==> config.mk <==
export PLATFORM = sky130hd
export DESIGN_NAME = gpio_dir_bank
export DESIGN_NICKNAME = d
export VERILOG_FILES = /design/src/rtl/gpio_dir_pkg.sv /design/src/rtl/gpio_dir_decode.sv /design/src/rtl/gpio_dir_unlock.sv /design/src/rtl/gpio_dir_port.sv /design/src/rtl/gpio_dir_bank.sv
export SDC_FILE = /design/constraint.sdc
export NUM_CORES = 1
export LEC_CHECK = 0
export BUFFER_PORTS_ARGS = -buffer_cell sky130_fd_sc_hd__buf_2
export CORE_ASPECT_RATIO = 1.25
export CORE_MARGIN = 5
export CORE_UTILIZATION = 48
export CTS_CLUSTER_DIAMETER = 30
export CTS_CLUSTER_SIZE = 30
export DETAILED_ROUTE_END_ITERATION = 7
export PLACE_DENSITY = 0.79
export SLEW_MARGIN = 20
export SYNTH_ARGS = -nofsm -noshare
export SYNTH_HDL_FRONTEND = slang
export SYNTH_SLANG_ARGS = --single-unit
==> constraint.sdc <==
create_clock -name clk -period 3.9 [get_ports clk]
set_input_delay 0.78 -clock clk [delete_from_list [all_inputs] [get_ports clk]]
set_output_delay 0.78 -clock clk [all_outputs]
set_load 0.01 [all_outputs]
==> src/rtl/gpio_dir_pkg.sv <==
// Shared constants and the address formula of the direction bank.
// Assumes byte addressing and two ports per 4-byte group.
package gpio_dir_pkg;
    localparam int unsigned BYTE_W = 8;

    // Byte address of port p relative to the base of the bank.
    function automatic int unsigned port_addr(input int unsigned base, input int unsigned p);
        return base + 4 * (p / 2) + (p % 2);
    endfunction
endpackage

==> src/rtl/gpio_dir_decode.sv <==
// Address decoder: turns a byte address into one select line per port.
// Assumes the port addresses are distinct, so at most one select is high.
module gpio_dir_decode #(
    parameter int unsigned NPORT     = 15,
    parameter int unsigned ADDR_W    = 16,
    parameter int unsigned BASE_ADDR = 32'h03E2
) (
    input  logic [ADDR_W-1:0] addr,
    output logic [NPORT-1:0]  sel,
    output logic              hit
);
    // One comparator per port against its computed address.
    for (genvar p = 0; p < NPORT; p++) begin : g_cmp
        localparam int unsigned PADDR = gpio_dir_pkg::port_addr(BASE_ADDR, p);
        assign sel[p] = (addr == ADDR_W'(PADDR));
    end

    // Any matching port marks the address as mapped.
    assign hit = |sel;
endmodule

==> src/rtl/gpio_dir_unlock.sv <==
// One-shot write unlock for the protected port.
// Assumes arm and access are single-cycle qualified strobes.
module gpio_dir_unlock (
    input  logic clk,
    input  logic rst_n,
    input  logic arm,
    input  logic access,
    output logic unlocked
);
    // Arm sets the flag; any access without a new arm clears it.
    always_ff @(posedge clk) begin
        if (!rst_n)       unlocked <= 1'b0;
        else if (arm)     unlocked <= 1'b1;
        else if (access)  unlocked <= 1'b0;
    end

    p_unlock_consumed_r7: assert property (@(posedge clk) disable iff (!rst_n)
        (access && !arm) |=> !unlocked);
    p_unlock_armed_r7: assert property (@(posedge clk) disable iff (!rst_n)
        arm |=> unlocked);
endmodule

==> src/rtl/gpio_dir_port.sv <==
// Direction register of one port, W stored bits.
// Assumes the caller has already matched the address; freeze bits keep their old value.
module gpio_dir_port #(
    parameter int unsigned W = 8
) (
    input  logic         clk,
    input  logic         rst_n,
    input  logic         sel_wr,
    input  logic         acc_en,
    input  logic         wr_allow,
    input  logic [W-1:0] wdata,
    input  logic [W-1:0] freeze,
    output logic [W-1:0] dir_q
);
    logic [W-1:0] dir_d;

    // Merge new data with the frozen bits.
    always_comb begin
        dir_d = (dir_q & freeze) | (wdata & ~freeze);
    end

    // Update on an accepted write; reset makes every pin an input.
    always_ff @(posedge clk) begin
        if (!rst_n)                            dir_q <= '0;
        else if (sel_wr && acc_en && wr_allow) dir_q <= dir_d;
    end

    p_frozen_bits_r8: assert property (@(posedge clk) disable iff (!rst_n)
        1'b1 |=> ((dir_q ^ $past(dir_q)) & $past(freeze)) == '0);
    p_gated_hold_r9: assert property (@(posedge clk) disable iff (!rst_n)
        !acc_en |=> $stable(dir_q));
endmodule

==> src/rtl/gpio_dir_bank.sv <==
// Top of the direction bank: decoder, unlock flag, one register per port,
// and the read multiplexer. Assumes one bus access per cycle with
// combinational read data. The last port is narrower than the others.
module gpio_dir_bank #(
    parameter int unsigned NPORT       = 15,
    parameter int unsigned ADDR_W      = 16,
    parameter int unsigned BASE_ADDR   = 32'h03E2,
    parameter int unsigned LAST_W      = 2,
    parameter int unsigned PROT_PORT   = 9,
    parameter int unsigned UPPER_FIRST = 11,
    localparam int unsigned BW         = gpio_dir_pkg::BYTE_W,
    localparam int unsigned PINS       = (NPORT - 1) * BW + LAST_W
) (
    input  logic              clk,
    input  logic              rst_n,
    input  logic              bus_valid,
    input  logic              bus_write,
    input  logic [ADDR_W-1:0] bus_addr,
    input  logic [BW-1:0]     bus_wdata,
    output logic [BW-1:0]     bus_rdata,
    input  logic              prot_set,
    input  logic              upper_en,
    input  logic              ext_bus_mode,
    input  logic [PINS-1:0]   bus_pin_mask,
    output logic [PINS-1:0]   pin_oe
);
    logic [NPORT-1:0]         sel;
    logic                     hit;
    logic                     unlocked;
    logic [NPORT-1:0][BW-1:0] rd_lane;

    gpio_dir_decode #(
        .NPORT(NPORT), .ADDR_W(ADDR_W), .BASE_ADDR(BASE_ADDR)
    ) u_decode (
        .addr(bus_addr), .sel(sel), .hit(hit)
    );

    gpio_dir_unlock u_unlock (
        .clk(clk), .rst_n(rst_n), .arm(prot_set),
        .access(bus_valid), .unlocked(unlocked)
    );

    // One register per port; width, gating and protection chosen per index.
    for (genvar p = 0; p < NPORT; p++) begin : g_port
        localparam int unsigned W   = (p == NPORT - 1) ? LAST_W : BW;
        localparam int unsigned LSB = p * BW;
        logic         acc_en;
        logic         wr_allow;
        logic [W-1:0] freeze;
        logic [W-1:0] dir_q;

        assign acc_en   = (p >= UPPER_FIRST) ? upper_en : 1'b1;
        assign wr_allow = (p == PROT_PORT) ? unlocked : 1'b1;
        assign freeze   = ext_bus_mode ? bus_pin_mask[LSB +: W] : '0;

        gpio_dir_port #(.W(W)) u_port (
            .clk(clk), .rst_n(rst_n),
            .sel_wr(bus_valid && bus_write && sel[p]),
            .acc_en(acc_en), .wr_allow(wr_allow),
            .wdata(bus_wdata[W-1:0]), .freeze(freeze), .dir_q(dir_q)
        );

        assign pin_oe[LSB +: W] = dir_q;
        assign rd_lane[p]       = (sel[p] && acc_en) ? BW'(dir_q) : '0;
    end

    // Read multiplexer: OR of the lanes during a read access only.
    always_comb begin
        bus_rdata = '0;
        if (bus_valid && !bus_write) begin
            for (int p = 0; p < NPORT; p++) bus_rdata = bus_rdata | rd_lane[p];
        end
    end

    p_locked_port_r6: assert property (@(posedge clk) disable iff (!rst_n)
        (bus_valid && bus_write && sel[PROT_PORT] && !unlocked)
        |=> $stable(pin_oe[PROT_PORT*BW +: BW]));
    p_unmapped_zero_r5: assert property (@(posedge clk) disable iff (!rst_n)
        (bus_valid && !hit) |-> bus_rdata == '0);
    p_unmapped_no_write_r5: assert property (@(posedge clk) disable iff (!rst_n)
        (bus_valid && bus_write && !hit) |=> $stable(pin_oe));
    p_disabled_read_zero_r9: assert property (@(posedge clk) disable iff (!rst_n)
        (bus_valid && !upper_en && (|sel[NPORT-1:UPPER_FIRST])) |-> bus_rdata == '0);
    p_idle_zero_r10: assert property (@(posedge clk) disable iff (!rst_n)
        (!bus_valid || bus_write) |-> bus_rdata == '0);
endmodule

---- Yosys cells after proc, flatten, opt, wreduce, memory -nomap -nowiden ----
Index checks and enable logic that the tools add are counted.
storage, ports and cells
  bits of input ports ..................... 145
  memories kept ........................... 0
  latch bits .............................. 0
  register bits ........................... 115
  output and inout port bits .............. 122
  memory bits (writable) .................. 0
  bits in read-only memories .............. 0
operators by class
  multiplexer cells ....................... 33
  add/sub/neg operators ................... 0
  equal/unequal tests ..................... 15
  reduce and logical (&&, ||, !) cells .... 28
  magnitude comparators ................... 0
  divide/modulo/power cells ............... 0
  multiply operators ...................... 0
  bitwise gates (word level) .............. 74
  shifts and indexed selects .............. 0
operators by type and width
  cell                                              number
  == test 16 x 10 -> 1 bit (second input constant)  15
  two-way mux 8 bit                                 29
  AND 8 bit                                         28
  OR 8 bit                                          28
  NOT 8 bit                                         14
  logical AND 1 bit                                 26
  AND 2 bit                                         2
  two-way mux 2 bit                                 2
  two-way mux 1 bit                                 2
  NOT 2 bit                                         1
  OR 2 bit                                          1
  nonzero test 2 bit                                1
  logical NOT 1 bit                                 1

---- Depth between registers and ports, before layout ----
Gate-level depths: netlist (run 1).
  depth after elaboration ................. 17
  depth in mapped cells ................... 10
  depth with buffers taken out ............ 6

---- By module ----
Synthesis (run 1) repeated with hierarchy kept, for this count alone.
second synthesis, totals
  cell total of the unflattened synthesis .. 919
  area total of the unflattened synthesis .. 7566.0 um^2
modules (own cells, without submodules)
  module                                cells an instance  area each (um^2)  seq. area each (um^2)  times used
  gpio_dir_port (g_port[0].u_port ...)  45                 397.9             160.2                  14
  gpio_dir_bank                         242                1592.8            0.0                    1
  gpio_dir_decode                       34                 269.0             0.0                    1
  gpio_dir_port (g_port[14].u_port)     10                 92.6              40.0                   1
  gpio_dir_unlock                       3                  41.3              20.0                   1

---- Worst setup path before layout (run 1) ----
No wires, ideal clock.
  path kind ............................... input-to-output
  start ................................... in bus_addr[13]
  end ..................................... out bus_rdata[2]
  data arrival time ....................... 2.559 ns
  slack ................................... 0.561 ns
  cell stages on the path ................. 6
  buffers on the path ..................... 0
  cells stage by stage .................... or4_4 > nor2_1 > nand3_1 > nor3_1 > a222oi_1 > a31oi_1
between the ends
  longest elaborated chain between the ends .. 17
RTL lines
  element                     line                   RTL
  start: declaration          gpio_dir_bank.sv:18    input logic [ADDR_W-1:0] bus_addr,
  == test 16 x 10 -> 1 bit    gpio_dir_decode.sv:15  assign sel[p] = (addr == ADDR_W'(PADDR));
  two-way mux 8 bit           gpio_dir_bank.sv:64    assign rd_lane[p] = (sel[p] && acc_en) ? BW'(dir_q) : '0;
  OR 8 bit (12 in series)     gpio_dir_bank.sv:71    for (int p = 0; p < NPORT; p++) bus_rdata = bus_rdata | rd_lane[p];
  OR 8 bit (*) (2 in series)  gpio_dir_bank.sv:71
  two-way mux 8 bit (*)       gpio_dir_bank.sv:70    if (bus_valid && !bus_write) begin
  end: declaration            gpio_dir_bank.sv:20    output logic [BW-1:0] bus_rdata,
Mark *: on every way between the ends. The rest lies on a longest branch, timed or not.

---- Final worst setup path (run 1) ----
  start ................................... in bus_addr[13]
  end ..................................... out bus_rdata[5]
The elaborated chain is that of the path after synthesis.

==> reports/qor.txt, run 1 <==
OUTCOME
--------------------------------------------------------------------------------------
Result of the run                                                         finished, final reports clean

PLACE
--------------------------------------------------------------------------------------
Placer's final routability congestion estimate                                   0.973
DP HPWL                                                                       19200 um
Buffers on Ports                                                                   266

STA
--------------------------------------------------------------------------------------
Number of pins with negative max-slew slack in the final report                      0
Period Utilization, post-route                                                   91.5%
Setup violators final                                                                0
Clock tree skew after final layout                                          0.00616 ns
Fmax                                                                           280 MHz
Final hold vios                                                                      0
Hold slack                                                                    0.506 ns
RSZ-0062 raised after global routing                                             false
Slew of the pin with the lowest slew margin                                   0.887 ns
Minimum clock period after layout                                              3.57 ns
Normalized max-slew margin                                                       40.8%
Final total negative setup slack                                                  0 ns

CLOCK NETWORK
--------------------------------------------------------------------------------------
Maximum clock path buffer count                                                      2
Buffer count from post-CTS setup fixing                                              0
CTS tree                                                                           yes
Total of cells resized after clock tree synthesis                                    0
CTS H-tree lvls                                                                      4
Clk pin slew, worst setup/hold paths                                           0.06 ns
Hold Buf Count CTS                                                                   0
Clock Root Buffer                                                         sky130_fd_sc_hd__clkbuf_16
Number of sinks handled by clock tree synthesis                                    115
Latest clock arrival within the worst-skew pair                                0.41 ns
Clock buffers created by TritonCTS                                                  17

FLOORPLANNING
--------------------------------------------------------------------------------------
Number of standard-cell rows in the floorplan                                       46
I/O pin cnt                                                                        267
Die boundary width                                                              112 um
Die Footprint                                                                15300 um2
Initial Util                                                                     49.0%
Placeable core area                                                          12700 um2
Chip Height                                                                     137 um

WORST SETUP PATH
--------------------------------------------------------------------------------------
Type of element launching the critical path                                 input port
Crit path max-delay family                                                simple AND/OR/NAND/NOR gates
Cell type with the highest occurrence count on the critical path          sky130_fd_sc_hd__buf_2
Critical path buffers and inverters                                                  3
Worst-path cell chain                                                     buf_2 > or4_4 > nor2_1 > buf_4 > and3_1 > a22oi_1 > a31oi_1 > buf_2
Category of the critical setup timing path                                   in -> out
Crit path required time                                                        3.12 ns
Delay contributed by the slowest stage of the critical path                    0.57 ns
Kind of end point of the critical path                                      output pin
Highest net fanout along the worst path                                              7
Worst path arrival time                                                        2.79 ns
Highest-delay cell along the critical path                                sky130_fd_sc_hd__or4_4

YOSYS
--------------------------------------------------------------------------------------
Top cells by count, synth                                                 sky130_fd_sc_hd__dfxtp_1, sky130_fd_sc_hd__mux2i_1, sky130_fd_sc_hd__nor2b_1
Synth top area share                                                             37.1%
Share of async-settable or async-resettable flops after synthesis                   0%
Synth area leaders                                                        sky130_fd_sc_hd__dfxtp_1, sky130_fd_sc_hd__mux2i_1, sky130_fd_sc_hd__nor2b_1
Combined area of all synthesized cells                                        6200 um2
Most used standard cell by instance count after synthesis                 sky130_fd_sc_hd__dfxtp_1
Syn Inst Count                                                                     734
Number of distinct standard cells referenced by the synthesized netlist             45
Average footprint of a synthesized cell                                       8.45 um2
Prevailing post-synth register cell                                       sky130_fd_sc_hd__dfxtp_1
Proportion of synthesized chip area in sequential cells                          37.1%
Net count after synthesis                                                          879
Count of warnings emitted by yosys                                                   0
Post-synth top area cell                                                  sky130_fd_sc_hd__dfxtp_1
Synthesis-stage register bit count                                                 115
Number of synthesized flops with an enable pin                                       0

CELLS AND AREA
--------------------------------------------------------------------------------------
Signed area change from the synthesized netlist to the final layout              33.8%
Share of final-layout standard cells stronger than drive strength 1              32.0%
# diodes                                                                             0
Number of filler cells placed in the layout                                       1142
Net total in the final layout                                                     1125

GLOBAL ROUTING
--------------------------------------------------------------------------------------
Wire length of the first global-routing pass                                  37000 um
Overall Global Routing Usage                                                     31.6%
Via count of the first global-routing pass                                        6436
Grt ovf                                                                              0
Number of antenna violations at the first check in global routing                    0
Pin count of the biggest net entering global routing                                85

ROUTE
--------------------------------------------------------------------------------------
Detailed-route wire length                                                    25600 um
Wire length per cell after detailed routing                                    22.0 um
Remaining design rule violation count                                                0
DR pass1 iterations                                                                  7
Post-DR vias/cell                                                                 5.87
Number of nets with antenna violations after routing                                 0
Detailed-route via count                                                          6815
Detailed Route Iter0 Violations                                                    577

POWER AND IR DROP
--------------------------------------------------------------------------------------
VDD IR max                                                                    0.269 mV
Psw                                                                         0.000704 W
Part of the total power dissipated in the clock network                          54.5%
Fraction of power consumed by sequential logic                                   38.3%
Reported leakage power                                                         3.49 nW
Share of power burned in combinational logic                                      7.2%
Switching share of power                                                         22.9%
Power per Cell Area                                                         370 nW/um2
Internal portion of total power                                              0.00237 W

FLOW RUN
--------------------------------------------------------------------------------------
Max cap viols                                                                        0

HOLD PATH
--------------------------------------------------------------------------------------
Worst hold path type                                                        reg -> reg

worst register-to-register path, stage by stage, from the launching register on:
cell and delay (ns):
sky130_fd_sc_hd__dfxtp_1 0.32, sky130_fd_sc_hd__and3_1 0.33, sky130_fd_sc_hd__nand2_1 0.16, sky130_fd_sc_hd__mux2i_1 0.18, sky130_fd_sc_hd__nor2b_1 0.06
placed cells by master, fill, tap and decap left out, types with 3 or more instances in the layout:
master                       instances
sky130_fd_sc_hd__a222oi_1            4
sky130_fd_sc_hd__a32oi_1             3
sky130_fd_sc_hd__o21ai_0            10
sky130_fd_sc_hd__a31oi_1             7
sky130_fd_sc_hd__nand3_1            22
sky130_fd_sc_hd__bufinv_16           4
sky130_fd_sc_hd__nand2b_1            6
sky130_fd_sc_hd__a22o_1              3
sky130_fd_sc_hd__buf_2             265
sky130_fd_sc_hd__nor3_1             10
sky130_fd_sc_hd__and3_1              6
sky130_fd_sc_hd__nand2_1            91
sky130_fd_sc_hd__a221oi_1            3
sky130_fd_sc_hd__nor2b_1           108
sky130_fd_sc_hd__nor2_1             12
sky130_fd_sc_hd__a21boi_0           13
sky130_fd_sc_hd__nor4_1              3
sky130_fd_sc_hd__a22oi_1            18
sky130_fd_sc_hd__dfxtp_1           115
sky130_fd_sc_hd__a21oi_1           102
sky130_fd_sc_hd__buf_4              15
sky130_fd_sc_hd__clkbuf_16          17
sky130_fd_sc_hd__mux2i_1           112
sky130_fd_sc_hd__clkinvlp_4          3
sky130_fd_sc_hd__and4_1              5
sky130_fd_sc_hd__and2_1              3
layer usage:
metal  share of wire [%]  GRT usage (%)  up-vias
met3                 8.2           7.78       81
met5                   0              0        -
li1                    -              -     3102
met4                 4.7           15.7        0
met1                  39           36.6     3229
met2                  49           54.5      403
through the flow:
step           std cells  instance area, um2  total power (W)  util, %  setup WS, ns
2_1_floorplan        734                6200          0.00130        -         0.561
3_3_place_gp        1129                7670          0.00142     60.5         0.381
3_5_place_dp        1129                7670          0.00142     60.5         0.393
4_1_cts             1161                8300          0.00307     65.6         0.391
5_1_grt             1161                8300          0.00315     65.6         0.246
6_report            1161                8300          0.00307     65.6         0.330
logic make-up (layout without fill, tap and decap cells):
| logic type | count (synthesis) | count (layout) | synth area share [%] |
|---|---|---|---|
| flip-flops | 115 | 115 | 37.1 |
| multiplexers | 115 | 115 | 18.8 |
| AND/OR/NAND/NOR | 276 | 276 | 23.9 |
| buffers and inverters | 54 | 313 | 3.33 |
| AO/OA/AOI/OAI | 174 | 174 | 16.8 |
cell type report:
cell class | count | area, um2 | area share [%]
timing repair buffer | 281 | 1460 | 17.6
clock buffer | 20 | 457 | 5.50
tap | 168 | 210 | 2.53
clock inverter | 12 | 179 | 2.16
multi-input combinational | 565 | 3690 | 44.5
sequential | 115 | 2300 | 27.7
final timing paths:
kind / from / endpoint / slack [ns] / cells after the start
max: bus_addr[13] / bus_rdata[5] / 0.33 / 8
max reg2reg: u_unlock.unlocked / flop / 2.73 / 4
min: flop / flop / 0.51 / 2
min reg2reg: flop / flop / 0.51 / 2
power groups by stage:
stage	logic, W	clock network, W	registers [W]
2_1_floorplan	0.0000971	0	0.00120
3_3_place_gp	0.000214	0	0.00120
3_5_place_dp	0.000214	0	0.00120
4_1_cts	0.000216	0.00168	0.00118
5_1_grt	0.000233	0.00174	0.00118
6_report	0.000221	0.00168	0.00118
Power figures use the tool's default switching activity.
==> inputs of run 2 (changes only) <==
CELL_PAD_IN_SITES_DETAIL_PLACEMENT = 1   (was not set)
CELL_PAD_IN_SITES_GLOBAL_PLACEMENT = 1   (was not set)
CORE_UTILIZATION = 34   (was 48)
PLACE_DENSITY = 0.78   (was 0.79)
==> run 2 against run 1 <==
Compared with the run above:
- die area is 38% higher
- clock-buffer cell count up 1
- non-clock buffer count decreased by 1
- sequential share of layout area down 0.063 points
- register-to-register slack worse by 0.03 ns
- cell area increased by 0.23%
- final cell count is 5.2% higher
- sequential power about the same
- global-route usage decreased by 4.5 points
- total power shrank 4.3%
- wire length up 14%
==> reports/qor.txt, run 2 (synthesis gave the netlist of run 1 again) <==
CELLS AND AREA
----------------------------------------------------------------------------------
Share of final-layout standard cells stronger than drive strength 1          31.8%
Final standard cell count with taps included and fillers excluded             1221
Net total in the final layout                                                 1124
Commonest cells after routing, fill and taps aside                    sky130_fd_sc_hd__buf_2, sky130_fd_sc_hd__dfxtp_1, sky130_fd_sc_hd__mux2i_1
Commonest non-fill, non-tap cell in the layout                        sky130_fd_sc_hd__buf_2
Signed area change from the synthesized netlist to the final layout          34.1%

FLOORPLANNING
----------------------------------------------------------------------------------
Die boundary width                                                          131 um
Placeable core area                                                      18000 um2
Number of standard-cell rows in the floorplan                                   55
Initial Util                                                                 34.4%
Die Footprint                                                            21100 um2
I/O pin cnt                                                                    267
Chip Height                                                                 161 um

CLOCK NETWORK
----------------------------------------------------------------------------------
CTS tree                                                                       yes
Number of sinks handled by clock tree synthesis                                115
Clock Root Buffer                                                     sky130_fd_sc_hd__clkbuf_16
Buffer count from post-CTS setup fixing                                          0
Latest clock arrival within the worst-skew pair                            0.42 ns
CTS H-tree lvls                                                                  4
Total of cells resized after clock tree synthesis                                0
Maximum clock path buffer count                                                  2
Hold Buf Count CTS                                                               0
Clock buffers created by TritonCTS                                              17
Clk pin slew, worst setup/hold paths                                       0.05 ns

POWER AND IR DROP
----------------------------------------------------------------------------------
Power per Cell Area                                                     354 nW/um2
Switching share of power                                                     24.1%
Internal portion of total power                                          0.00223 W
Share of power burned in combinational logic                                  7.9%
Part of the total power dissipated in the clock network                      52.2%
Fraction of power consumed by sequential logic                               40.0%
VDD IR max                                                                0.272 mV
Psw                                                                     0.000711 W
Reported leakage power                                                     3.47 nW

STA
----------------------------------------------------------------------------------
Hold slack                                                                0.511 ns
Number of pins with negative max-slew slack in the final report                  0
Final hold vios                                                                  0
Minimum clock period after layout                                          3.68 ns
Fmax                                                                       272 MHz
Slew of the pin with the lowest slew margin                               0.902 ns
Normalized max-slew margin                                                   39.9%
RSZ-0062 raised after global routing                                         false
Period Utilization, post-route                                               94.3%
Clock tree skew after final layout                                      0.00446 ns
Final total negative setup slack                                              0 ns
Setup violators final                                                            0

ROUTE
----------------------------------------------------------------------------------
Detailed Route Iter0 Violations                                                511
Remaining design rule violation count                                            0
Wire length per cell after detailed routing                                23.8 um
Post-DR vias/cell                                                             5.55
Detailed-route via count                                                      6772
DR pass1 iterations                                                              5
Detailed-route wire length                                                29100 um
Number of nets with antenna violations after routing                             0

WORST SETUP PATH
----------------------------------------------------------------------------------
Worst-path cell chain                                                 buf_2 > buf_4 > nor2b_1 > a22oi_1 > o211ai_1 > a222oi_1 > a21oi_1 > buf_2
Cell type with the highest occurrence count on the critical path      sky130_fd_sc_hd__buf_2
Highest net fanout along the worst path                                         22
Type of element launching the critical path                             input port
Crit path required time                                                    3.12 ns
Category of the critical setup timing path                               in -> out
Delay contributed by the slowest stage of the critical path                0.55 ns
Kind of end point of the critical path                                  output pin
Highest-delay cell along the critical path                            sky130_fd_sc_hd__nor2b_1
Worst path arrival time                                                    2.90 ns

GLOBAL ROUTING
----------------------------------------------------------------------------------
Via count of the first global-routing pass                                    6984
Wire length of the first global-routing pass                              42600 um
Number of antenna violations at the first check in global routing                2
Overall Global Routing Usage                                                 27.1%
Pin count of the biggest net entering global routing                            65
Grt ovf                                                                          0

PLACE
----------------------------------------------------------------------------------
Placer's final routability congestion estimate                               0.879
DP Cell Count                                                                 1188
DP HPWL                                                                   21800 um
Buffers on Ports                                                               266

FLOW RUN
----------------------------------------------------------------------------------
Max cap viols                                                                    0

OUTCOME
----------------------------------------------------------------------------------
Result of the run                                                     finished, final reports clean

HOLD PATH
----------------------------------------------------------------------------------
Worst hold path type                                                    reg -> reg

-- run 2: cell count changes in the layout (fill, tap and decap cells not counted) --
cell,previous run,this run
sky130_fd_sc_hd__clkbuf_1,1,2
sky130_fd_sc_hd__bufinv_16,4,2
sky130_fd_sc_hd__buf_12,1,2
sky130_fd_sc_hd__clkinv_4,2,1
sky130_fd_sc_hd__clkinvlp_4,3,2
sky130_fd_sc_hd__buf_4,15,13
sky130_fd_sc_hd__inv_6,1,0
sky130_fd_sc_hd__diode_2,0,2
sky130_fd_sc_hd__clkinv_2,2,5
-- run 2: area by class of cell --
class                      instances  area, um2
antenna                            2       5.00
clock buffer                      21        460
clock inverter                    10        109
fill                            2247       9710
multi-input combinational        565       3690
sequential                       115       2300
tap                              228        285
timing repair buffer             280       1460
-- run 2: through the flow --
stage / total power [W] / worst slack, ns / utilization, % / cell area, um2
2_1_floorplan: 0.00130 / 0.561 / - / 6200
3_3_place_gp: 0.00143 / 0.283 / 43.0 / 7750
3_5_place_dp: 0.00143 / 0.255 / 43.0 / 7750
4_1_cts: 0.00295 / 0.254 / 46.1 / 8320
5_1_grt: 0.00303 / 0.164 / 46.1 / 8320
6_report: 0.00294 / 0.224 / 46.1 / 8320
-- run 2: power by group through the flow --
| stage | Combinational (W) | Clock [W] | Sequential [W] |
|---|---|---|---|
| finish | 0.000232 | 0.00154 | 0.00118 |
| global route | 0.000248 | 0.00160 | 0.00118 |
| global placement | 0.000227 | 0 | 0.00120 |
| CTS | 0.000230 | 0.00155 | 0.00118 |
| floorplan | 0.0000971 | 0 | 0.00120 |
| detailed placement | 0.000229 | 0 | 0.00120 |
-- run 2: worst paths after layout --
kind                startpoint  depth (start not counted)  slack, ns           end
max                bus_addr[0]                          8       0.22  bus_rdata[0]
min reg2reg               flop                          2       0.51          flop
min                       flop                          2       0.51          flop
max reg2reg  u_unlock.unlocked                          4       2.70          flop
-- run 2: worst max-delay path, delay by kind of cell --
family | cells | cell delay, ns
compound gates | 4 | 0.85
buf+inv | 3 | 0.71
simple gates | 1 | 0.55
-- run 2: routing by layer --
layer / routed length (um) / global-route usage, % / vias up
met4: 890 / 11.1 / 0
met2: 14300 / 44.7 / 308
met5: 0 / 0 / -
met1: 12100 / 34.8 / 3293
li1: - / - / 3107
met3: 1810 / 4.66 / 64
